File: config.mk
export PLATFORM = sky130hd
export DESIGN_NAME = llsc_monitor
export DESIGN_NICKNAME = d
export VERILOG_FILES = /design/src/rtl/llsc_pkg.sv /design/src/rtl/llsc_resv_table.sv /design/src/rtl/llsc_lock_track.sv /design/src/rtl/llsc_monitor.sv
export SDC_FILE = /design/constraint.sdc
export NUM_CORES = 1
export LEC_CHECK = 0
export ABC_AREA = 1
export ABC_CLOCK_PERIOD_IN_PS = 3300
export BUFFER_PORTS_ARGS = -buffer_cell sky130_fd_sc_hd__buf_2
export CORE_MARGIN = 2
export CORE_UTILIZATION = 25
export DETAILED_ROUTE_END_ITERATION = 8
export PLACE_DENSITY = 0.49
export SLEW_MARGIN = 10
export SYNTH_ARGS = -nofsm -noshare
export SYNTH_HDL_FRONTEND = slang
export SYNTH_SLANG_ARGS = --single-unit
File: constraint.sdc
create_clock -name clk -period 3.3 [get_ports clk]
set_clock_uncertainty 0.2 [all_clocks]
set_input_delay 0.33 -clock clk [delete_from_list [all_inputs] [get_ports clk]]
set_output_delay 0.33 -clock clk [all_outputs]
set_load 0.01 [all_outputs]
File: src/rtl/llsc_pkg.sv
package llsc_pkg;

    typedef enum logic [2:0] {
        CK_LOAD    = 3'd0,
        CK_STORE   = 3'd1,
        CK_LINK    = 3'd2,
        CK_COND    = 3'd3,
        CK_LOCK_RD = 3'd4,
        CK_LOCK_WR = 3'd5,
        CK_ATOMIC  = 3'd6,
        CK_SPARE   = 3'd7
    } cpl_kind_e;

    localparam logic RESULT_PASS = 1'b1;
    localparam logic RESULT_FAIL = 1'b0;

    function automatic logic is_write_class(cpl_kind_e k);
        return (k == CK_STORE) || (k == CK_LOCK_RD) ||
               (k == CK_LOCK_WR) || (k == CK_ATOMIC);
    endfunction

endpackage

File: src/rtl/llsc_resv_table.sv
module llsc_resv_table
    import llsc_pkg::*;
#(
    parameter int ADDR_W  = 32,
    parameter int ID_W    = 6,
    parameter int ENTRIES = 4
) (
    input  logic              clk,
    input  logic              rst,
    input  logic              ev_valid,
    input  cpl_kind_e         ev_kind,
    input  logic [ADDR_W-1:0] ev_line,
    input  logic [ID_W-1:0]   ev_id,
    input  logic              line_present,
    output logic              own_hit
);
    localparam int RANK_W = (ENTRIES > 1) ? $clog2(ENTRIES) : 1;
    localparam logic [RANK_W-1:0] OLDEST = RANK_W'(ENTRIES - 1);

    typedef struct packed {
        logic              vld;
        logic [ADDR_W-1:0] line;
        logic [ID_W-1:0]   owner;
        logic [RANK_W-1:0] rank;
    } resv_t;

    resv_t tab_q [ENTRIES];
    resv_t tab_d [ENTRIES];

    logic [ENTRIES-1:0] addr_hit, owner_hit, clr_vec;
    logic [RANK_W-1:0]  free_idx, victim_idx, alloc_idx, clr_rank;
    logic               free_found;
    logic               is_link, is_cond, is_wr, do_alloc;

    for (genvar g = 0; g < ENTRIES; g++) begin : g_cmp
        assign addr_hit[g]  = tab_q[g].vld && (tab_q[g].line == ev_line);
        assign owner_hit[g] = addr_hit[g] && (tab_q[g].owner == ev_id);
    end

    assign own_hit  = |owner_hit;
    assign is_link  = ev_valid && (ev_kind == CK_LINK);
    assign is_cond  = ev_valid && (ev_kind == CK_COND);
    assign is_wr    = ev_valid && is_write_class(ev_kind) && line_present;
    assign do_alloc = is_link && !(|addr_hit);
    assign clr_vec  = is_cond ? addr_hit : (is_wr ? owner_hit : '0);

    always_comb begin
        free_found = 1'b0;
        free_idx   = '0;
        victim_idx = '0;
        clr_rank   = '0;
        for (int i = 0; i < ENTRIES; i++) begin
            if (!tab_q[i].vld && !free_found) begin
                free_found = 1'b1;
                free_idx   = RANK_W'(i);
            end
            if (tab_q[i].vld && tab_q[i].rank == OLDEST) victim_idx = RANK_W'(i);
            if (clr_vec[i]) clr_rank = tab_q[i].rank;
        end
        alloc_idx = free_found ? free_idx : victim_idx;
    end

    always_comb begin
        for (int i = 0; i < ENTRIES; i++) begin
            tab_d[i] = tab_q[i];
            if (is_link && addr_hit[i]) tab_d[i].owner = ev_id;
            if (do_alloc) begin
                if (RANK_W'(i) == alloc_idx) begin
                    tab_d[i].vld   = 1'b1;
                    tab_d[i].line  = ev_line;
                    tab_d[i].owner = ev_id;
                    tab_d[i].rank  = '0;
                end else if (tab_q[i].vld) begin
                    tab_d[i].rank = tab_q[i].rank + 1'b1;
                end
            end
            if (|clr_vec) begin
                if (clr_vec[i]) begin
                    tab_d[i].vld  = 1'b0;
                    tab_d[i].rank = '0;
                end else if (tab_q[i].vld && tab_q[i].rank > clr_rank) begin
                    tab_d[i].rank = tab_q[i].rank - 1'b1;
                end
            end
        end
    end

    always_ff @(posedge clk) begin
        for (int i = 0; i < ENTRIES; i++) begin
            if (rst) tab_q[i] <= '0;
            else     tab_q[i] <= tab_d[i];
        end
    end

    // Checking support: remember the last event and search the table for it.
    logic              chk_v;
    cpl_kind_e         chk_kind;
    logic [ADDR_W-1:0] chk_line;
    logic [ID_W-1:0]   chk_id;
    logic              chk_line_held, chk_own_held;

    always_ff @(posedge clk) begin
        if (rst) begin
            chk_v    <= 1'b0;
            chk_kind <= CK_LOAD;
            chk_line <= '0;
            chk_id   <= '0;
        end else begin
            chk_v    <= ev_valid;
            chk_kind <= ev_kind;
            chk_line <= ev_line;
            chk_id   <= ev_id;
        end
    end

    always_comb begin
        chk_line_held = 1'b0;
        chk_own_held  = 1'b0;
        for (int i = 0; i < ENTRIES; i++) begin
            if (tab_q[i].vld && tab_q[i].line == chk_line) begin
                chk_line_held = 1'b1;
                if (tab_q[i].owner == chk_id) chk_own_held = 1'b1;
            end
        end
    end

    p_link_reserves_r1: assert property (@(posedge clk) disable iff (rst)
        (chk_v && chk_kind == CK_LINK) |-> chk_own_held);

    p_cond_clears_r4: assert property (@(posedge clk) disable iff (rst)
        (chk_v && chk_kind == CK_COND) |-> !chk_line_held);

    // valid entries hold distinct lines and distinct age ranks.
    always_ff @(posedge clk) begin
        if (!rst) begin
            for (int i = 0; i < ENTRIES; i++) begin
                for (int j = i + 1; j < ENTRIES; j++) begin
                    p_unique_entries_r7: assert (!(tab_q[i].vld && tab_q[j].vld) ||
                        (tab_q[i].rank != tab_q[j].rank && tab_q[i].line != tab_q[j].line));
                end
            end
        end
    end

endmodule

File: src/rtl/llsc_lock_track.sv
module llsc_lock_track
    import llsc_pkg::*;
#(
    parameter int ADDR_W = 32
) (
    input  logic              clk,
    input  logic              rst,
    input  logic              ev_valid,
    input  cpl_kind_e         ev_kind,
    input  logic [ADDR_W-1:0] ev_line,
    output logic              lock_active,
    output logic [ADDR_W-1:0] lock_line
);
    always_ff @(posedge clk) begin
        if (rst) begin
            lock_active <= 1'b0;
            lock_line   <= '0;
        end else if (ev_valid && ev_kind == CK_LOCK_RD) begin
            lock_active <= 1'b1;
            lock_line   <= ev_line;
        end else if (ev_valid && ev_kind == CK_LOCK_WR && ev_line == lock_line) begin
            lock_active <= 1'b0;
        end
    end

    p_lock_set_r6: assert property (@(posedge clk) disable iff (rst)
        (ev_valid && ev_kind == CK_LOCK_RD) |=> (lock_active && lock_line == $past(ev_line)));

    p_lock_release_r6: assert property (@(posedge clk) disable iff (rst)
        (ev_valid && ev_kind == CK_LOCK_WR && lock_active && ev_line == lock_line)
        |=> !lock_active);

    p_lock_ignores_load_r8: assert property (@(posedge clk) disable iff (rst)
        (ev_valid && (ev_kind == CK_LOAD || ev_kind == CK_SPARE)) |=> $stable(lock_active));

endmodule

File: src/rtl/llsc_monitor.sv
module llsc_monitor
    import llsc_pkg::*;
#(
    parameter int ADDR_W  = 32,
    parameter int ID_W    = 6,
    parameter int ENTRIES = 4
) (
    input  logic              clk,
    input  logic              rst,
    input  logic              cpl_valid,
    input  logic [2:0]        cpl_kind,
    input  logic [ADDR_W-1:0] cpl_line,
    input  logic [ID_W-1:0]   cpl_id,
    input  logic              line_present,
    output logic              rsp_valid,
    output logic              rsp_success,
    output logic              lock_active,
    output logic [ADDR_W-1:0] lock_line
);
    cpl_kind_e kind;
    logic      own_hit;
    logic      result;

    assign kind   = cpl_kind_e'(cpl_kind);
    assign result = (kind == CK_COND) ? (own_hit ? RESULT_PASS : RESULT_FAIL) : RESULT_PASS;

    llsc_resv_table #(
        .ADDR_W (ADDR_W),
        .ID_W   (ID_W),
        .ENTRIES(ENTRIES)
    ) resv_i (
        .clk         (clk),
        .rst         (rst),
        .ev_valid    (cpl_valid),
        .ev_kind     (kind),
        .ev_line     (cpl_line),
        .ev_id       (cpl_id),
        .line_present(line_present),
        .own_hit     (own_hit)
    );

    llsc_lock_track #(
        .ADDR_W(ADDR_W)
    ) lock_i (
        .clk        (clk),
        .rst        (rst),
        .ev_valid   (cpl_valid),
        .ev_kind    (kind),
        .ev_line    (cpl_line),
        .lock_active(lock_active),
        .lock_line  (lock_line)
    );

    always_ff @(posedge clk) begin
        if (rst) begin
            rsp_valid   <= 1'b0;
            rsp_success <= 1'b0;
        end else begin
            rsp_valid   <= cpl_valid;
            rsp_success <= cpl_valid && result;
        end
    end

    p_non_cond_passes_r8: assert property (@(posedge clk) disable iff (rst)
        (cpl_valid && kind != CK_COND) |=> (rsp_valid && rsp_success));

    p_foreign_cond_fails_r2: assert property (@(posedge clk) disable iff (rst)
        (cpl_valid && kind == CK_COND && !own_hit) |=> (rsp_valid && !rsp_success));

    p_idle_quiet_r3: assert property (@(posedge clk) disable iff (rst)
        !cpl_valid |=> (!rsp_valid && !rsp_success));

endmodule

After elaboration in Yosys (flattened, before gate mapping)

Memory sizes are Yosys's and may differ from the RTL's.
Cells that the tools add are included.

Bitwise operators: 4
Equality and inequality tests: 21
Muxes and demuxes: 68
Reduce and logical (&&, ||, !) cells: 45
$add $sub $neg: 8
Order comparisons: 4

Operator list:

| kind                                             | count |
|---|---|
| two-way mux 41 bit                               | 8 |
| == test 32 bit                                   | 5 |
| two-way mux 39 bit                               | 4 |
| two-way mux 2 bit                                | 29 |
| logical AND 1 bit                                | 31 |
| == test 6 bit                                    | 4 |
| two-way mux 6 bit                                | 4 |
| two-way mux 1 bit                                | 21 |
| OR reduction 4 bit                               | 3 |
| == test 3 bit, second input constant             | 3 |
| adder 2 x 1 -> 2 bit, second input constant      | 4 |
| > comparator 2 bit                               | 4 |
| two-way mux 4 bit                                | 2 |
| subtractor 2 x 1 -> 2 bit, second input constant | 4 |
| == test 2 bit, second input constant             | 3 |
| == test 3 x 2 -> 1 bit, second input constant    | 2 |
| logical NOT 1 bit                                | 6 |
| == test 2 bit, first input constant              | 2 |
| bitwise OR 1 bit                                 | 4 |
| == test 3 x 1 -> 1 bit, second input constant    | 1 |
| logical OR 1 bit                                 | 3 |
| == test 1 x 2 -> 1 bit, first input constant     | 1 |
| logical NOT 2 bit                                | 1 |
| nonzero test 2 bit                               | 1 |

Input port bits: 45
Logic and storage cells: 155
Memories: 1
RAM bits: 164
Output and inout port bits: 35
Flip-flop bits (word level): 35

Memories:

| memory       | depth | bits a word | rd ports | clocked after Yosys merged registers in | write ports | RTL line              | RTL |
|---|---|---|---|---|---|---|---|
| resv_i.tab_q | 4     | 41          | 4        | 0                                       | 4           | llsc_resv_table.sv:27 | `resv_t tab_q [ENTRIES];` |

Logic depth before layout (Yosys ltp)

Gate-level depths: netlist of run 1.

Depth after elaboration: 18
Depth in mapped cells: 25
Gate-level depth less buffers: 24

By module

Synthesis of run 1 repeated with hierarchy kept, for this count alone.

Cells, all modules: 1,887
Area, all modules: 11,808.8 µm²

Modules (own cells, without submodules):

| module          | cells an instance | times used | area each (µm²) |
|---|---|---|---|
| llsc_resv_table | 1,638             | 1          | 9,967.1 |
| llsc_lock_track | 240               | 1          | 1,771.7 |
| llsc_monitor    | 9                 | 1          | 70.1 |

Worst setup path after synthesis of run 1

No wires, ideal clock.

Kind: input to register
Start: input port cpl_line[12]
End: memory resv_i.tab_q[0][41] (netlist bit)
Path slack: 0.489 ns
Cell stages on the path: 21
Data required time: 3.030 ns
Setup time: 0.070 ns
Data arrival time: 2.541 ns
Cells stage by stage: buf_4 -> inv_2 -> nand2_1 -> nand2_1 -> nor2_1 -> nand2_1 -> nor2_1 -> nand2_1 -> nor2_1 -> nand4_1 -> nand2_1 -> inv_1 -> o21ai_0 -> ha_1 -> nand2_1 -> nand2_1 -> nor2_1 -> inv_1 -> nand3_1 -> nand2_1 -> a21oi_1

RTL lines:

| item               | RTL line              | RTL |
|---|---|---|
| start: declaration | llsc_monitor.sv:12    | `input logic [ADDR_W-1:0] cpl_line,` |
| end: declaration   | llsc_resv_table.sv:27 |  |

==> results of run 1 <==
## kinds of logic after synthesis
group / after synthesis / synth area share
AO/OA/AOI/OAI: 383 / 0.170
buffers and inverters: 306 / 0.120
flip-flops: 199 / 0.343
adder cells (fa/ha/maj): 11 / 0.0118
XOR/XNOR: 60 / 0.0452
AND/OR/NAND/NOR: 868 / 0.310
## power by group
part / leakage [nW] / total [mW] / internal [mW] / switching (mW)
clock: 0.287 / 2.18 / 1.13 / 1.05
combinational: 4.24 / 0.737 / 0.269 / 0.468
sequential: 1.61 / 2.46 / 2.43 / 0.0235
total: 6.14 / 5.37 / 3.83 / 1.55
## Yosys cell counts (2+ instances only)
master,number,area share
ha_1,11,0.012
or2_2,12,0.0065
nand3b_1,3,0.0019
o21ai_0,162,0.070
buf_6,12,0.012
nor4_1,5,0.0027
nor2_2,3,0.0016
inv_4,3,0.0016
nand3_1,69,0.030
inv_2,28,0.0090
clkbuf_1,29,0.0094
inv_1,180,0.058
a21oi_1,176,0.076
nand4_1,38,0.020
nor2_1,206,0.067
nor3_1,16,0.0069
buf_2,20,0.0086
o21ai_1,28,0.012
nand2_2,8,0.0043
and2_1,2,0.0011
a21oi_2,9,0.0068
nand2_1,497,0.16
nor3b_1,4,0.0026
nand3_4,2,0.0030
a211oi_1,3,0.0019
dfxtp_1,199,0.34
xor2_1,27,0.020
xnor2_1,33,0.025
buf_4,33,0.021
o211ai_1,2,0.0013
## worst max-delay path by stage
stage | startpoint | endpoint | slack [ns]
after global routing | resv_i.tab_q[0][70] | resv_i.tab_q[1][41] | -0.03
after detailed placement | cpl_line[6] | resv_i.tab_q[1][41] | -0.26
after floorplan | cpl_line[12] | resv_i.tab_q[0][41] | 0.49
after global placement | cpl_line[6] | resv_i.tab_q[1][0] | -0.22
after CTS | resv_i.tab_q[0][70] | resv_i.tab_q[1][1] | 0.002
final | resv_i.tab_q[0][59] | resv_i.tab_q[1][1] | 0.22
## worst max-delay path: cells and delay by family, from the launching register on
family,cells,cell delay [ns]
compound gates,2,0.19
fa+ha+maj,1,0.29
buf+inv,5,0.51
flops,1,0.34
simple gates,17,1.49
## state kept, by name, indices dropped and copies added, names as in the netlist
name,cells
lock_i.lock_active,1
lock_i.lock_line,32
resv_i.tab_q,164
rsp_success,1
rsp_valid,1
## metrics by stage
stage	setup slack [ns]	power (mW)	utilization	TNS [ns]	hold WS, ns
floorplan	0.489	2.92	-	0	0.235
global placement	-0.218	3.22	0.293	-1.77	0.245
detailed placement	-0.257	3.22	0.293	-1.96	0.250
CTS	0.00210	5.41	0.307	0	0.000507
global route	-0.0301	5.57	0.310	-0.0634	0.0209
finish	0.223	5.37	0.310	0	0.0203
## cell type report
| type | instances | area [um^2] |
|---|---|---|
| fillers | 4992 | 31400 |
| clock inverters | 14 | 148 |
| clock buffers | 18 | 429 |
| multi-input cells | 1322 | 6360 |
| well taps | 600 | 751 |
| repair buffers | 226 | 1660 |
| inverters | 212 | 806 |
| flip-flops and latches | 199 | 3990 |
## metal layers
layer  vias up  share of wire
met5         -        0.00023
met3        70          0.057
li1       6124              -
met1      5609           0.48
met2       379           0.43
met4         2          0.038
## timing repair
action / 4_1_cts / 5_1_grt
pin swaps: 0 / 15
hold endpoints to repair: 9 / 0
setup buffers: 0 / 5
hold buffers: 9 / 0
setup endpoints to repair: 8 / 15
resized for setup: 1 / 40
==> results.md, run 1 <==
- Clk root buf: clkbuf_16
- Pwr Density: 380 mW/mm^2
- Via density: 4.70
- Yosys warnings: 0
- IR drop worst, VDD: 0.383 mV
- Synth Instances: 1,827
- Vias in the first global route: 11,733
- Post-route clock period utilization: 0.932
- Most crowded layer after global routing: met2
- Post-Layout Cell Count: 2,591
- RePlAce Congestion: 0.936
- Final wirelength: 46.9 mm
- Clk slew on worst S/H paths: 0.08 ns
- Finished Cell Area: 0.0141 mm^2
- Grt met3 use: 0.0349
- M1 GR Usage: 0.270
- Startpoint types: flip-flop
- Total leakage power: 6.14 nW
- Ys async rst share: 0
- Placed insts: 2,546
- FF-to-FF End: resv_i.tab_q[1][1]
- CP Data Required Time: 3.49 ns
- GR Util All Layers: 0.198
- Placed wire-length estimate: 37.1 mm
- GRT overflow: 0
- Initial antenna violation count: 2
- Initial Util: 0.255
- Mapped Area: 0.0116 mm^2
- Die Y: 220 um
- FMAX: 325 MHz
- Die W: 220 um
- First-pass GRT wire length: 71.0 mm
- Drt pass-1 iters: 8
- Max_slew headroom: 0.547
- Die area: 0.0482 mm^2
- Worst path arrival time: 3.26 ns
- Antenna viol nets, final: 0
- Reg-to-reg setup timing slack: 0.22 ns
- DR vias: 12,184
- H-tree depth: 4
- Rows: 78
- Core footprint: 0.0456 mm^2
- Final net count: 2,034
- Setup crit end kind: flip-flop
- Type of the tightest min-delay check: in -> reg
- Starting DRT DRC Count: 1,079
- DR WL/cell: 18.1 um
- Unrepaired setup endpoints after global routing: yes
- Cells on worst reg2reg path: 25
- Max-cap violation count: 0
- Area Growth Syn to Fin: 21.7%
- Slew Viols, Final: 0
- Syn avg cell area: 6.36 um^2
- Finish-stage setup viols: 0
- Slowest CP cell: dfxtp_1
- Max Root-Sink Buffers: 2
- Min Tclk post-route: 3.08 ns
- Pin count of the biggest net entering global routing: 89
- Clock sinks: 199
- # diodes: 0
- Cell repeated most along the worst path: nand2_1
- Synth Net Count: 1,883
- PortBufs: 79
- Final Hold Viols: 0
- Total placed instance area: 0.0133 mm^2
- WHS Path Cells: 3
- TritonCTS clock tree: built
- Hold Crit Start: cpl_id[4]
- Most common cell after layout, fill and taps aside: nand2_1
- CP max FO: 6
- Distinct cell type count after synthesis: 37
- Met2 Track Usage GR: 0.304
- EDFF count, synth: 0
- Slowest cell delay on critical path: 0.34 ns
- CTS buffer count: 17
- Commonest non-fill, non-tap cells in the layout: 481 x nand2_1, 198 x dfxtp_1, 194 x nor2_1
- Share of cells above drive strength 1: 0.178
- Number of synthesized register bits: 199
- Synth Flop Type: dfxtp_1
- R2r startpoint: resv_i.tab_q[0][59]
- DRC Markers: 0
- Crit path kind: reg -> reg
- Status: complete, no violations
- Clk_lat worst skew: 0.47 ns
- Worst Hold End: resv_i.tab_q[0][6]
- Io pins: 80
- Worst Max-Slew Pin Slew: 0.680 ns
- Sequential share of the synthesized area: 0.343
Power figures use the tool's default switching activity.
==> run 2: changes to the inputs <==
- CTS_CLUSTER_SIZE: not set -> 24
- RECOVER_POWER: not set -> 25
==> run 2 against run 1 <==
  * Register-to-register slack hardly changed
  * Non-clock buffer count stayed put
  * Clock-buffer cell count stayed put
  * Via count hardly changed
  * Sequential share of layout area is 0.12 points higher
  * Critical path depth is 2 lower
  * Fmax is 0.40% higher
  * First-iteration DRC count is 9.8% lower
  * Sequential cell count stayed put
  * Cell area is 0.42% lower
  * Global-route usage stayed put
  * Critical path type unchanged
  * Largest cell class unchanged
  * Highest routed layer unchanged
==> results.md, run 2 (same netlist as run 1, synthesis figures left out) <==
- Initial antenna violation count: 2 (unchanged)
- DR vias: 12,195 (+0.090%)
- DR WL/cell: 18.1 um (about the same)
- Setup crit end kind: flip-flop
- PortBufs: 79 (unchanged)
- Largest regs: resv_i.tab_q: 164 flops, lock_i.lock_line: 32 flops
- Commonest non-fill, non-tap cells in the layout: 481 x nand2_1, 198 x dfxtp_1, 196 x nor2_1
- Final hold slack: 0.0172 ns (-0.00311 ns)
- CP Data Required Time: 3.49 ns (about the same)
- RePlAce Congestion: 0.936 (unchanged)
- Io pins: 80 (unchanged)
- Min Tclk post-route: 3.06 ns (-0.0122 ns)
- Final Hold Viols: 0 (unchanged)
- Die W: 220 um (unchanged)
- IR drop worst, VDD: 0.389 mV (+1.6%)
- Clk root buf: clkbuf_16
- Status: complete, no violations
- GRT overflow: 0 (unchanged)
- Max Root-Sink Buffers: 2 (unchanged)
- Core footprint: 0.0456 mm^2 (unchanged)
- Die Y: 220 um (unchanged)
- Most common cell after layout, fill and taps aside: nand2_1
- Final wirelength: 47.0 mm (about the same)
- Total leakage power: 5.99 nW (-2.5%)
- Max reg flops: 164 (unchanged)
- Post-Route Utilization: 0.309 (-0.00132)
- Worst Max-Slew Pin Slew: 0.893 ns (+0.213 ns)
- Startpoint types: flip-flop
- Pwr Density: 381 mW/mm^2 (+0.38%)
- Max_slew headroom: 0.403 (-0.144)
- # diodes: 0 (unchanged)
- Final net count: 2,034 (unchanged)
- TritonCTS clock tree: built
- Clk_lat worst skew: 0.47 ns (about the same)
- Share of cells above drive strength 1: 0.159 (-0.0191)
- Top reg by flops: resv_i.tab_q
- Area Growth Syn to Fin: 21.2%
- Post-route clock period utilization: 0.929 (-0.00370)
- CTS buffer count: 17 (unchanged)
- Type of the tightest min-delay check: in -> reg
- Vias in the first global route: 11,733 (unchanged)
- Die area: 0.0482 mm^2 (unchanged)
- First-pass GRT wire length: 71.0 mm (unchanged)
- Antenna viol nets, final: 0 (unchanged)
- Worst path arrival time: 3.26 ns (about the same)
- Starting DRT DRC Count: 973 (-9.8%)
- Unrepaired setup endpoints after global routing: yes
- Drt pass-1 iters: 6 (-2)
- Placed wire-length estimate: 37.1 mm (unchanged)
- FMAX: 326 MHz (+0.40%)
- Slew Viols, Final: 0 (unchanged)
- Crit path kind: reg -> reg
- Clk slew on worst S/H paths: 0.08 ns (about the same)
- H-tree depth: 4 (unchanged)
- GR Util All Layers: 0.198 (unchanged)
- Finish-stage setup viols: 0 (unchanged)
- Rows: 78 (unchanged)
- Pin count of the biggest net entering global routing: 89 (unchanged)
- Initial Util: 0.255 (unchanged)
- DRC Markers: 0 (unchanged)
- Clock sinks: 199 (unchanged)
- CP max FO: 5 (-1)
- Via density: 4.71 (about the same)
- Max-cap violation count: 0 (unchanged)
run 2: cell types whose count changed in the layout (fill, tap and decap cells not counted), sizes merged:
cell    delta
buf       -38
clkbuf    +38
run 2: critical path, cell delays in order (launching register included):
cell     delay (ns)
dfxtp_1        0.36
inv_1          0.06
nand2_1        0.08
nand2_1        0.06
nor2_1         0.19
nand2_1        0.09
nor2_2         0.11
nand3_1        0.10
nor2_1         0.14
buf_4          0.15
nand3_1        0.08
nand2_2        0.12
a21oi_1        0.08
nand2_1        0.07
o21ai_0        0.07
buf_4          0.16
ha_1           0.29
nand2_1        0.07
nand2_1        0.05
nor2_2         0.12
inv_1          0.07
nand3_1        0.09
nand2_1        0.05
a21oi_1        0.12
run 2: where the power goes:
part | internal (mW) | total (mW) | switching (mW)
clock | 1.13 | 2.18 | 1.06
sequential | 2.43 | 2.46 | 0.0239
combinational | 0.264 | 0.732 | 0.468
total | 3.82 | 5.37 | 1.55
run 2: cell type report:
type / instances / area (um^2)
clock buffer: 18 / 429
clock inverter: 14 / 148
fill: 5004 / 31500
inverter: 212 / 806
multi-input combinational: 1322 / 6350
sequential: 199 / 3990
tap: 600 / 751
timing repair buffer: 226 / 1610
run 2: what timing repair did:
action	CTS	global route
resized for setup	1	40
hold buffers	9	0
hold endpoints to repair	9	0
endpoints found under the setup margin	8	15
buffers inserted	0	5
pin swaps	0	15
run 2: routing by layer:
layer,part of all wire,track usage,wire (um)
met5,0.00023,0,11
met3,0.057,0.0349,2690
met4,0.037,0.0890,1750
met1,0.48,0.270,22300
met2,0.43,0.304,20200
run 2: metrics by stage:
| step | cell area, um^2 | worst slack (ns) | setup TNS (ns) | std cells | power, mW |
|---|---|---|---|---|---|
| global route | 14100 | -0.0301 | -0.0634 | 2591 | 5.57 |
| CTS | 14000 | 0.00210 | 0 | 2587 | 5.41 |
| detailed placement | 13300 | -0.257 | -1.96 | 2546 | 3.22 |
| global placement | 13300 | -0.218 | -1.77 | 2546 | 3.22 |
| finish | 14100 | 0.235 | 0 | 2591 | 5.37 |
| floorplan | 11600 | 0.489 | 0 | 1827 | 2.92 |
run 2: worst paths after layout:
check,start,cells past startpoint,slack [ns],end
worst min-delay path,cpl_line[27],3,0.02,lock_i.lock_line[27]
worst max register to register,resv_i.tab_q[1][39],23,0.24,resv_i.tab_q[1][1]
worst max-delay path,resv_i.tab_q[1][39],23,0.24,resv_i.tab_q[1][1]
worst min register to register,resv_i.tab_q[1][73],2,0.26,resv_i.tab_q[1][73]
